## config.mk

```make
export PLATFORM = sky130hd
export DESIGN_NAME = icx_err_capture
export DESIGN_NICKNAME = d
export VERILOG_FILES = /design/src/rtl/icx_err_pkg.sv /design/src/rtl/icx_err_cfg.sv /design/src/rtl/icx_err_status.sv /design/src/rtl/icx_err_rdmux.sv /design/src/rtl/icx_err_capture.sv
export SDC_FILE = /design/constraint.sdc
export NUM_CORES = 1
export LEC_CHECK = 0
export ABC_AREA = 1
export ABC_CLOCK_PERIOD_IN_PS = 2900
export CAP_MARGIN = 25
export CORE_ASPECT_RATIO = 1.75
export CORE_UTILIZATION = 55
export CTS_CLUSTER_SIZE = 12
export DETAILED_ROUTE_END_ITERATION = 16
export DONT_BUFFER_PORTS = 1
export PLACE_DENSITY = 0.7
export SYNTH_ARGS = -nofsm -noshare
export SYNTH_HDL_FRONTEND = slang
export SYNTH_HIERARCHICAL = 1
export SYNTH_SLANG_ARGS = --single-unit
```

## constraint.sdc

```tcl
create_clock -name clk_i -period 2.9 [get_ports clk_i]
set_input_delay 0.435 -clock clk_i [delete_from_list [all_inputs] [get_ports clk_i]]
set_output_delay 0.435 -clock clk_i [all_outputs]
set_load 0.03 [all_outputs]
```

## src/rtl/icx_err_pkg.sv

```systemverilog
package icx_err_pkg;
   // number of event classes and their bit positions in detect/control words
   localparam int NUM_EV   = 2;
   localparam int EV_LAW   = 0;
   localparam int EV_COH   = 1;

   // register byte offsets
   localparam int OFF_DET   = 'h00;
   localparam int OFF_CTL   = 'h04;
   localparam int OFF_IEN   = 'h08;
   localparam int OFF_ATTR  = 'h0C;
   localparam int OFF_AHI   = 'h10;
   localparam int OFF_ALO   = 'h14;
   localparam int OFF_ATTR2 = 'h18;

   // field positions decoded by software
   localparam int DET_VLD_BIT  = 31;
   localparam int DET_TYPE_LSB = 26;
   localparam int M0_VLD_BIT   = 0;
   localparam int M0_UVT_BIT   = 15;
   localparam int M0_SRC_LSB   = 24;
   localparam int M1_SRC_LSB   = 18;

   // upper limits of the field widths
   localparam int SRC_MAX  = 8;
   localparam int TYPE_MAX = 5;
   localparam int ADDR_MAX = 40;
endpackage

```

## src/rtl/icx_err_cfg.sv

```systemverilog
module icx_err_cfg
   import icx_err_pkg::*;
#(
   parameter int MODE   = 1,
   parameter int REG_AW = 5
) (
   input  logic              clk_i,
   input  logic              rst_ni,
   input  logic              we_i,
   input  logic [REG_AW-1:0] addr_i,
   input  logic [NUM_EV-1:0] wbits_i,
   output logic [NUM_EV-1:0] ctl_o,
   output logic [NUM_EV-1:0] ien_o,
   output logic [NUM_EV-1:0] det_act_o,
   output logic [NUM_EV-1:0] irq_gate_o
);
   localparam logic [REG_AW-1:0] A_CTL = REG_AW'(OFF_CTL);
   localparam logic [REG_AW-1:0] A_IEN = REG_AW'(OFF_IEN);

   logic [NUM_EV-1:0] ctl_q;

   always_ff @(posedge clk_i or negedge rst_ni) begin
      if (!rst_ni)                     ctl_q <= '0;
      else if (we_i && addr_i == A_CTL) ctl_q <= wbits_i;
   end
   assign ctl_o = ctl_q;

   generate
      if (MODE == 0) begin : g_enable
         // control word enables detection and interrupts together
         assign ien_o      = '0;
         assign det_act_o  = ctl_q;
         assign irq_gate_o = ctl_q;
      end else begin : g_disable
         logic [NUM_EV-1:0] ien_q;
         always_ff @(posedge clk_i or negedge rst_ni) begin
            if (!rst_ni)                     ien_q <= '0;
            else if (we_i && addr_i == A_IEN) ien_q <= wbits_i;
         end
         assign ien_o      = ien_q;
         assign det_act_o  = ~ctl_q;
         assign irq_gate_o = ien_q;


         ien_keep_chk: assert property (@(posedge clk_i) disable iff (!rst_ni)
            !(we_i && addr_i == A_IEN) |=> $stable(ien_q));
      end
   endgenerate
endmodule

```

## src/rtl/icx_err_status.sv

```systemverilog
module icx_err_status
   import icx_err_pkg::*;
#(
   parameter int ADDR_W = 40,
   parameter int SRC_W  = 8,
   parameter int TYPE_W = 5
) (
   input  logic              clk_i,
   input  logic              rst_ni,
   input  logic [NUM_EV-1:0] ev_i,
   input  logic [SRC_W-1:0]  ev_src_i,
   input  logic [ADDR_W-1:0] ev_addr_i,
   input  logic [TYPE_W-1:0] ev_type_i,
   input  logic              ev_uvt_i,
   input  logic [NUM_EV-1:0] det_act_i,
   input  logic              clr_wr_i,
   input  logic [NUM_EV-1:0] clr_bits_i,
   output logic [NUM_EV-1:0] det_o,
   output logic              vld_o,
   output logic [SRC_W-1:0]  cap_src_o,
   output logic [ADDR_W-1:0] cap_addr_o,
   output logic [TYPE_W-1:0] cap_type_o,
   output logic              cap_uvt_o
);
   logic [NUM_EV-1:0] det_q, acc, clr_mask;
   logic              vld_q, clr_any, take;
   logic [SRC_W-1:0]  src_q;
   logic [ADDR_W-1:0] addr_q;
   logic [TYPE_W-1:0] type_q;
   logic              uvt_q;

   assign acc      = ev_i & det_act_i;
   assign clr_mask = clr_wr_i ? clr_bits_i : '0;
   assign clr_any  = |clr_mask;
   // a clear in the same cycle frees the capture slot for a new event
   assign take     = (|acc) && (!vld_q || clr_any);

   always_ff @(posedge clk_i or negedge rst_ni) begin
      if (!rst_ni) begin
         det_q <= '0;
         vld_q <= 1'b0;
      end else begin
         det_q <= (det_q & ~clr_mask) | acc;
         if (take)         vld_q <= 1'b1;
         else if (clr_any) vld_q <= 1'b0;
      end
   end

   always_ff @(posedge clk_i or negedge rst_ni) begin
      if (!rst_ni) begin
         src_q  <= '0;
         addr_q <= '0;
         type_q <= '0;
         uvt_q  <= 1'b0;
      end else if (take) begin
         src_q  <= ev_src_i;
         addr_q <= ev_addr_i;
         type_q <= ev_type_i;
         uvt_q  <= ev_uvt_i;
      end
   end

   assign det_o      = det_q;
   assign vld_o      = vld_q;
   assign cap_src_o  = src_q;
   assign cap_addr_o = addr_q;
   assign cap_type_o = type_q;
   assign cap_uvt_o  = uvt_q;


   det_set_chk: assert property (@(posedge clk_i) disable iff (!rst_ni)
      (|acc) |=> ((det_q & $past(acc)) == $past(acc)));

   cap_hold_chk: assert property (@(posedge clk_i) disable iff (!rst_ni)
      (vld_q && !clr_any) |=> ($stable(addr_q) && $stable(src_q) && $stable(type_q)));

   clr_bit_chk: assert property (@(posedge clk_i) disable iff (!rst_ni)
      (|(clr_mask & ~acc)) |=> ((det_q & $past(clr_mask & ~acc)) == '0));

   clr_vld_chk: assert property (@(posedge clk_i) disable iff (!rst_ni)
      (clr_any && !(|acc)) |=> !vld_q);

   set_wins_chk: assert property (@(posedge clk_i) disable iff (!rst_ni)
      (clr_any && (|acc)) |=> vld_q);
endmodule

```

## src/rtl/icx_err_rdmux.sv

```systemverilog
module icx_err_rdmux
   import icx_err_pkg::*;
#(
   parameter int MODE   = 1,
   parameter int REG_AW = 5,
   parameter int ADDR_W = 40,
   parameter int SRC_W  = 8,
   parameter int TYPE_W = 5
) (
   input  logic [REG_AW-1:0] addr_i,
   input  logic [NUM_EV-1:0] det_i,
   input  logic              vld_i,
   input  logic [NUM_EV-1:0] ctl_i,
   input  logic [NUM_EV-1:0] ien_i,
   input  logic [SRC_W-1:0]  src_i,
   input  logic [ADDR_W-1:0] cap_addr_i,
   input  logic [TYPE_W-1:0] type_i,
   input  logic              uvt_i,
   output logic [31:0]       rdata_o
);
   localparam int HI_W = ADDR_W - 32;

   localparam logic [REG_AW-1:0] A_DET   = REG_AW'(OFF_DET);
   localparam logic [REG_AW-1:0] A_CTL   = REG_AW'(OFF_CTL);
   localparam logic [REG_AW-1:0] A_IEN   = REG_AW'(OFF_IEN);
   localparam logic [REG_AW-1:0] A_ATTR  = REG_AW'(OFF_ATTR);
   localparam logic [REG_AW-1:0] A_AHI   = REG_AW'(OFF_AHI);
   localparam logic [REG_AW-1:0] A_ALO   = REG_AW'(OFF_ALO);
   localparam logic [REG_AW-1:0] A_ATTR2 = REG_AW'(OFF_ATTR2);

   logic [31:0] det_word, attr_word, ien_word;
   logic [7:0]  src8;
   logic [4:0]  type5;

   assign src8  = 8'(src_i);
   assign type5 = 5'(type_i);

   generate
      if (MODE == 0) begin : g_enable
         logic ien_unused;
         assign ien_unused = ^ien_i;
         always_comb begin
            det_word             = '0;
            det_word[NUM_EV-1:0] = det_i;
            attr_word                         = '0;
            attr_word[M0_VLD_BIT]             = vld_i;
            attr_word[M0_UVT_BIT]             = uvt_i;
            attr_word[M0_SRC_LSB +: SRC_MAX]  = src8;
         end
         assign ien_word = '0;
      end else begin : g_disable
         logic uvt_unused;
         assign uvt_unused = uvt_i;
         always_comb begin
            det_word             = '0;
            det_word[NUM_EV-1:0] = det_i;
            det_word[DET_VLD_BIT] = vld_i;
            if (vld_i) det_word[DET_TYPE_LSB +: TYPE_MAX] = type5;
            attr_word                        = '0;
            attr_word[M1_SRC_LSB +: SRC_MAX] = src8;
         end
         assign ien_word = {{(32-NUM_EV){1'b0}}, ien_i};
      end
   endgenerate

   always_comb begin
      rdata_o = '0;
      unique case (addr_i)
         A_DET:   rdata_o = det_word;
         A_CTL:   rdata_o = {{(32-NUM_EV){1'b0}}, ctl_i};
         A_IEN:   rdata_o = ien_word;
         A_ATTR:  rdata_o = attr_word;
         A_AHI:   rdata_o = {24'b0, 8'(cap_addr_i[ADDR_W-1 -: HI_W])};
         A_ALO:   rdata_o = cap_addr_i[31:0];
         A_ATTR2: rdata_o = {27'b0, type5};
         default: rdata_o = '0;
      endcase
   end
endmodule

```

## src/rtl/icx_err_capture.sv

```systemverilog
module icx_err_capture
   import icx_err_pkg::*;
#(
   parameter int MODE   = 1,
   parameter int REG_AW = 5,
   parameter int ADDR_W = 40,
   parameter int SRC_W  = 8,
   parameter int TYPE_W = 5
) (
   input  logic              clk_i,
   input  logic              rst_ni,
   input  logic              evt_law_i,
   input  logic              evt_coh_i,
   input  logic [SRC_W-1:0]  evt_src_i,
   input  logic [ADDR_W-1:0] evt_addr_i,
   input  logic [TYPE_W-1:0] evt_type_i,
   input  logic              evt_uvt_i,
   input  logic              reg_we_i,
   input  logic [REG_AW-1:0] reg_addr_i,
   input  logic [31:0]       reg_wdata_i,
   output logic [31:0]       reg_rdata_o,
   output logic              irq_o
);
   localparam logic [REG_AW-1:0] A_DET = REG_AW'(OFF_DET);

   initial begin
      mode_ok_chk:  assert (MODE == 0 || MODE == 1) else $error("MODE must be 0 or 1");
      addr_ok_chk:  assert (ADDR_W > 32 && ADDR_W <= ADDR_MAX) else $error("ADDR_W out of range");
      src_ok_chk:   assert (SRC_W >= 1 && SRC_W <= SRC_MAX) else $error("SRC_W out of range");
      type_ok_chk:  assert (TYPE_W >= 1 && TYPE_W <= TYPE_MAX) else $error("TYPE_W out of range");
      aw_ok_chk:    assert (REG_AW >= 5) else $error("REG_AW too small for map");
   end

   logic [NUM_EV-1:0] ev, ctl, ien, det_act, irq_gate, det;
   logic              vld, cap_uvt, irq_q;
   logic [SRC_W-1:0]  cap_src;
   logic [ADDR_W-1:0] cap_addr;
   logic [TYPE_W-1:0] cap_type;
   logic              wdata_unused;

   assign wdata_unused = ^reg_wdata_i[31:NUM_EV];

   always_comb begin
      ev         = '0;
      ev[EV_LAW] = evt_law_i;
      ev[EV_COH] = evt_coh_i;
   end

   icx_err_cfg #(.MODE(MODE), .REG_AW(REG_AW)) u_cfg (
      .clk_i      (clk_i),
      .rst_ni     (rst_ni),
      .we_i       (reg_we_i),
      .addr_i     (reg_addr_i),
      .wbits_i    (reg_wdata_i[NUM_EV-1:0]),
      .ctl_o      (ctl),
      .ien_o      (ien),
      .det_act_o  (det_act),
      .irq_gate_o (irq_gate)
   );

   icx_err_status #(.ADDR_W(ADDR_W), .SRC_W(SRC_W), .TYPE_W(TYPE_W)) u_status (
      .clk_i      (clk_i),
      .rst_ni     (rst_ni),
      .ev_i       (ev),
      .ev_src_i   (evt_src_i),
      .ev_addr_i  (evt_addr_i),
      .ev_type_i  (evt_type_i),
      .ev_uvt_i   (evt_uvt_i),
      .det_act_i  (det_act),
      .clr_wr_i   (reg_we_i && reg_addr_i == A_DET),
      .clr_bits_i (reg_wdata_i[NUM_EV-1:0]),
      .det_o      (det),
      .vld_o      (vld),
      .cap_src_o  (cap_src),
      .cap_addr_o (cap_addr),
      .cap_type_o (cap_type),
      .cap_uvt_o  (cap_uvt)
   );

   icx_err_rdmux #(
      .MODE(MODE), .REG_AW(REG_AW), .ADDR_W(ADDR_W), .SRC_W(SRC_W), .TYPE_W(TYPE_W)
   ) u_rdmux (
      .addr_i     (reg_addr_i),
      .det_i      (det),
      .vld_i      (vld),
      .ctl_i      (ctl),
      .ien_i      (ien),
      .src_i      (cap_src),
      .cap_addr_i (cap_addr),
      .type_i     (cap_type),
      .uvt_i      (cap_uvt),
      .rdata_o    (reg_rdata_o)
   );

   always_ff @(posedge clk_i or negedge rst_ni) begin
      if (!rst_ni) irq_q <= 1'b0;
      else         irq_q <= |(det & irq_gate);
   end
   assign irq_o = irq_q;


   irq_rise_chk: assert property (@(posedge clk_i) disable iff (!rst_ni)
      (|(det & irq_gate)) |=> irq_o);

   irq_fall_chk: assert property (@(posedge clk_i) disable iff (!rst_ni)
      !(|(det & irq_gate)) |=> !irq_o);
endmodule

```

==> qor.yml, run 1 <==
clock_network:
  post_cts_buffers: 0
  clk_pin_slew_ns: 0.06
  clock_path_buffers: 2
  cts_root_buffer: "clkbuf_8"
  cts_tree: "done"
  h-tree-depth: 3
  insertion_delay_ns: 0.33
  cts.sinks: 61
  cts_resized: 0
  cts_buffers: 9
detailed_routing:
  drt-initial-drc-count: 167
  drcViolationCount: 0
  dr.pass1.iters: 4
  avgViaCountPerCell: 5.17
  wl_per_cell_um: 14.9
  vias: 2669
  postRouteAntennaNets: 0
  drt_wl_total_mm: 7.70
sta:
  finalHoldViolCount: 0
  max_freq_mhz: 455
  setup_viol: 0
  rsz0062_at_grt: "no"
  tightest_slew_ns: 0.605
  finalMaxSlewViolations: 0
  relSlewSlack_pct: 59.6
  period_share_pct: 75.9
  fin_tns_setup_ns: 0
  period_needed_ns: 2.20
  fin_skew_ns: 0.00642
  whs_ns: 0.233
critical_path:
  cp_cell_sequence: "nor2_8, nand2_4, nor3_4, buf_4, nand2_1, o21ai_0, buf_4"
  cp.arrival_ns: 1.76
  start_kind: "input pin"
  cpMaxStageDelayCell: "nor3_4"
  worstPathMaxFanout: 14
  cp_common_cell: "buf_4"
  crit_path_max_incr_delay_ns: 0.48
  required_ns: 2.47
  r2r_setup_slack_ns: 1.02
  crit_type: "input pin to output port"
  critPathCaptureType: "output port"
pwr:
  p_total_mw: 2.96
  leakagePower_nw: 1.94
  power.density_nw_per_um2: 838
  vdd_ir_drop_max_uv: 456
floorplanning:
  coreArea_um2: 5630
  die_h_um: 103
  die_w_um: 60.0
  initial_utilization_pct: 57.4
  io_pins: 129
  rows: 36
  die-area_um2: 6200
outcome:
  outcome: "complete, no violations"
grt:
  grt_max_degree: 62
  grt_pass1_wl_mm: 12.0
  grtUsageTotal_pct: 26.7
  overflow: 0
  grt_pass1_vias: 2610
  grt_antenna_before_repair: 0
placement:
  dp_hpwl_mm: 5.30
  port_buffers: 0
  gp_congestion: 0.859
  place_area_um2: 3320
  dpl.cell_count: 499
run:
  maxCapViolCount: 0
yosys:
  syn_inst: 419
  syn_area_per_cell_um2: 7.72
  synth_nets: 515
  yosys_warnings: 6
  syn_area_um2: 3230
worst_hold_path:
  min_path_type: "input pin to flip-flop"
layout:
  finalNonFillerCells: 516
  synthToLayoutAreaGrowth_pct: 9.33
  drive_gt1_share_pct: 14.3
  final_area_um2: 3530
  nets: 532
  diodes: 0
[routing by layer]
layer  GRT usage [%]  routed length, µm
met4            12.3                123
met5               0                  0
met2            46.7               4210
met1            29.2               2940
met3            7.71                417
[metrics by stage]
stage | setup WS [ns] | utilization [%]
after floorplan | 0.876 | -
after global placement | 0.673 | 59.0
after detailed placement | 0.670 | 59.0
after CTS | 0.672 | 62.8
after global routing | 0.571 | 62.8
final | 0.700 | 62.8
[repair_timing]
| item | in CTS | in global routing |
|---|---|---|
| endpoints found under the hold margin | 61 | 0 |
| endpoints found under the setup margin | 0 | 0 |
| hold buffers | 2 | 0 |
[layout make-up]
cell class	count	area, µm²
multi-input combinational	298	1360
clock inverter	1	5.00
sequential	61	1530
fill	550	2100
tap	76	95.1
timing repair buffer	27	225
clock buffer	14	173
inverter	39	146
[worst max-delay path: cells and delay by family]
family	cells	cell delay [ns]
AND/OR/NAND/NOR	4	0.78
buffers and inverters	2	0.46
AO/OA/AOI/OAI	1	0.08
[final timing paths]
| kind | from | end | cells past startpoint |
|---|---|---|---|
| worst min-delay path | evt_addr_i[27] | u_status/cap_addr_o[27] | 2 |
| max in group asynchronous | rst_ni | u_status/cap_type_o[0] | 2 |
| worst max register to register | u_status/vld_o | u_status/cap_addr_o[5] | 4 |
| worst min register to register | u_status/cap_addr_o[27] | u_status/cap_addr_o[27] | 2 |
| worst max-delay path | reg_addr_i[1] | reg_rdata_o[30] | 7 |
| min in group asynchronous | rst_ni | u_status/cap_addr_o[32] | 2 |
[where the power goes]
part / internal (mW) / switching, mW
Combinational: 0.266 / 0.575
Clock: 0.375 / 0.299
Sequential: 1.22 / 0.229
Total: 1.86 / 1.10
[registers in the layout (all words and copies together) (netlist names)]
| register | count |
|---|---|
| u_status/det_o | 2 |
| u_status/vld_o | 1 |
| u_status/cap_src_o | 8 |
| u_cfg/ien_o | 2 |
| irq_o | 1 |
| u_cfg/ctl_o | 2 |
| u_status/cap_addr_o | 40 |
| u_status/cap_type_o | 5 |
[placed cells by master (no fill, tap or decap)]
cell / count
buf_16: 1
buf_4: 25
clkbuf_1: 2
clkbuf_8: 12
clkinv_2: 1
dfrtp_1: 61
dlygate4sd3_1: 1
inv_1: 38
inv_2: 1
nand2_1: 174
nand2_2: 2
nand2_4: 2
nand3_1: 55
nand3_2: 11
nand4_1: 8
nor2_1: 25
nor2_2: 4
nor2_4: 1
nor2_8: 1
nor3_1: 1
nor3_4: 1
o21ai_0: 12
o21ai_2: 1
Power figures use the tool's default switching activity.
==> inputs of run 2 (changes only) <==
--- a/config.mk
+++ b/config.mk
@@ -6,7 +6,7 @@
 export NUM_CORES = 1
 export LEC_CHECK = 0
 export ABC_AREA = 1
-export ABC_CLOCK_PERIOD_IN_PS = 2900
+export ABC_CLOCK_PERIOD_IN_PS = 2200
 export CAP_MARGIN = 25
 export CORE_ASPECT_RATIO = 1.75
 export CORE_UTILIZATION = 55
==> constraint.sdc (replaced) <==
create_clock -name clk_i -period 2.2 [get_ports clk_i]
set_input_delay 0.33 -clock clk_i [delete_from_list [all_inputs] [get_ports clk_i]]
set_output_delay 0.33 -clock clk_i [all_outputs]
set_load 0.03 [all_outputs]
==> run 2 against run 1 <==
Worst setup slack worse by 0.37 ns. Non-clock buffer count grew 3. Highest routed layer unchanged. Utilization up 0.11 points. Routed wire length down 3.0%.
==> qor.yml, run 2 (synthesized netlist as in run 1, its figures left out) <==
detailed_routing:
  wl_per_cell_um: 14.4
  drt_wl_total_mm: 7.46
  vias: 2706
  drt-initial-drc-count: 148
  dr.pass1.iters: 4
  drcViolationCount: 0
  avgViaCountPerCell: 5.20
  postRouteAntennaNets: 0
critical_path:
  r2r_setup_slack_ns: 0.56
  worstPathMaxFanout: 11
  crit_type: "input pin to output port"
  cp_common_cell: "buf_4"
  reg2reg_depth: 4
  r2r-end: "u_status/cap_src_o[5]"
  start_kind: "input pin"
  required_ns: 1.87
  critPathCaptureType: "output port"
  cp.arrival_ns: 1.53
  cpMaxStageDelayCell: "nor3_4"
  crit_path_max_incr_delay_ns: 0.32
  cp_cell_sequence: "nor2_8, nand2_4, nor3_4, buf_4, nand2_1, o21ai_0, buf_4"
  r2r-start: "u_status/vld_o"
  crit_path_start: "reg_addr_i[1]"
  crit_end: "reg_rdata_o[25]"
layout:
  final_area_um2: 3540
  multi_input_area_um2: 1360
  largest_register_ffs: 40
  drive_gt1_share_pct: 14.7
  finalNonFillerCells: 520
  regArea_um2: 1530
  synthToLayoutAreaGrowth_pct: 9.52
  final_common_cell: "nand2_1"
  layout_common_cells: "nand2_1, dfrtp_1, nand3_1, inv_1, buf_4"
  fill_cells: 526
  nets: 535
placement:
  dp_hpwl_mm: 5.17
  place_area_um2: 3340
  gp_congestion: 0.868
  port_buffers: 0
  dpl.cell_count: 502
clock_network:
  cts_resized: 0
  cts_hold_buf: 2
  clk_pin_slew_ns: 0.06
  h-tree-depth: 3
  cts.sinks: 61
  post_cts_buffers: 0
  insertion_delay_ns: 0.34
  cts_buffers: 9
  clock_path_buffers: 2
  cts_tree: "done"
  cts_root_buffer: "clkbuf_8"
floorplanning:
  initial_utilization_pct: 57.4
  die_w_um: 60.0
  die-area_um2: 6200
  rows: 36
  io_pins: 129
  die_h_um: 103
  coreArea_um2: 5630
sta:
  finalMaxSlewViolations: 0
  fin_skew_ns: 0.00932
  finalHoldViolCount: 0
  fin_tns_setup_ns: 0
  rsz0062_at_grt: "no"
  period_needed_ns: 1.86
  period_share_pct: 84.8
  max_freq_mhz: 536
  relSlewSlack_pct: 62.0
  setup_viol: 0
  tightest_slew_ns: 0.570
pwr:
  vdd_ir_drop_max_uv: 601
  power_frac_seq_pct: 49.4
  power.internal_mw: 2.40
  combPwrFrac_pct: 28.9
  p_sw_mw: 1.45
  leakagePower_nw: 1.95
  swShare_pct: 37.7
  power.density_nw_per_um2: 1090
  pwr-share-clk_pct: 21.6
grt:
  grtUsageTotal_pct: 26.2
  grt_pass1_vias: 2649
  grt_pass1_wl_mm: 11.7
  grt_max_degree: 62
  grt_antenna_before_repair: 0
  overflow: 0
outcome:
  outcome: "complete, no violations"
run:
  maxCapViolCount: 0
worst_hold_path:
  min_path_type: "input pin to flip-flop"
[run 2: cell count changes in the layout (fill, tap and decap cells not counted), sizes merged]
cell	previous run	this run
clkinv	1	2
buf	26	29
diode	0	1
clkbuf	14	13
[run 2: power groups by stage]
stage	registers, mW	logic (mW)	clock network [mW]
after floorplan	1.84	1.03	0
after global placement	1.90	1.06	0
after detailed placement	1.91	1.09	0
after CTS	1.90	1.12	0.852
after global routing	1.96	1.30	0.906
final	1.90	1.11	0.834
[run 2: worst min path at each step]
stage | slack [ns] | start | cells past startpoint | endpoint
floorplan | 0.03 | rst_ni | 0 | irq_o
global placement | 0.04 | rst_ni | 0 | u_status/cap_addr_o[30]
detailed placement | 0.04 | rst_ni | 0 | u_status/cap_addr_o[28]
CTS | 0.11 | evt_addr_i[34] | 2 | u_status/cap_addr_o[34]
global route | 0.11 | evt_addr_i[32] | 2 | u_status/cap_addr_o[32]
finish | 0.12 | evt_addr_i[35] | 2 | u_status/cap_addr_o[35]
[run 2: worst max-delay path, delay by kind of cell]
family	cells	cell delay [ns]
and+or+nand+nor	4	0.62
buffers and inverters	2	0.48
AOI/OAI and AO/OA	1	0.10
[run 2: layout make-up]
cell class	instances	share of cell area, %
diodes	1	0.0707
clock buffers	13	4.20
clock inverters	2	0.283
inverters	39	4.13
multi-input cells	298	38.5
flip-flops and latches	61	43.1
well taps	76	2.69
repair buffers	30	7.00
[run 2: per-layer routing]
layer  track usage [%]  up-vias  routed length, µm
met5                 0        -                  0
met4              13.4        0                144
met3              8.83       16                455
met2              44.0       92               3890
met1              28.9     1251               2970
li1                  -     1347                  -
[run 2: per-stage QoR]
stage	hold WS, ns	power, mW	setup slack, ns	utilization (%)
floorplan	0.0344	2.87	0.386	-
global placement	0.0359	2.95	0.382	59.4
detailed placement	0.0367	3.00	0.377	59.4
CTS	0.105	3.88	0.363	62.8
global route	0.109	4.17	0.269	62.8
finish	0.120	3.85	0.335	62.9
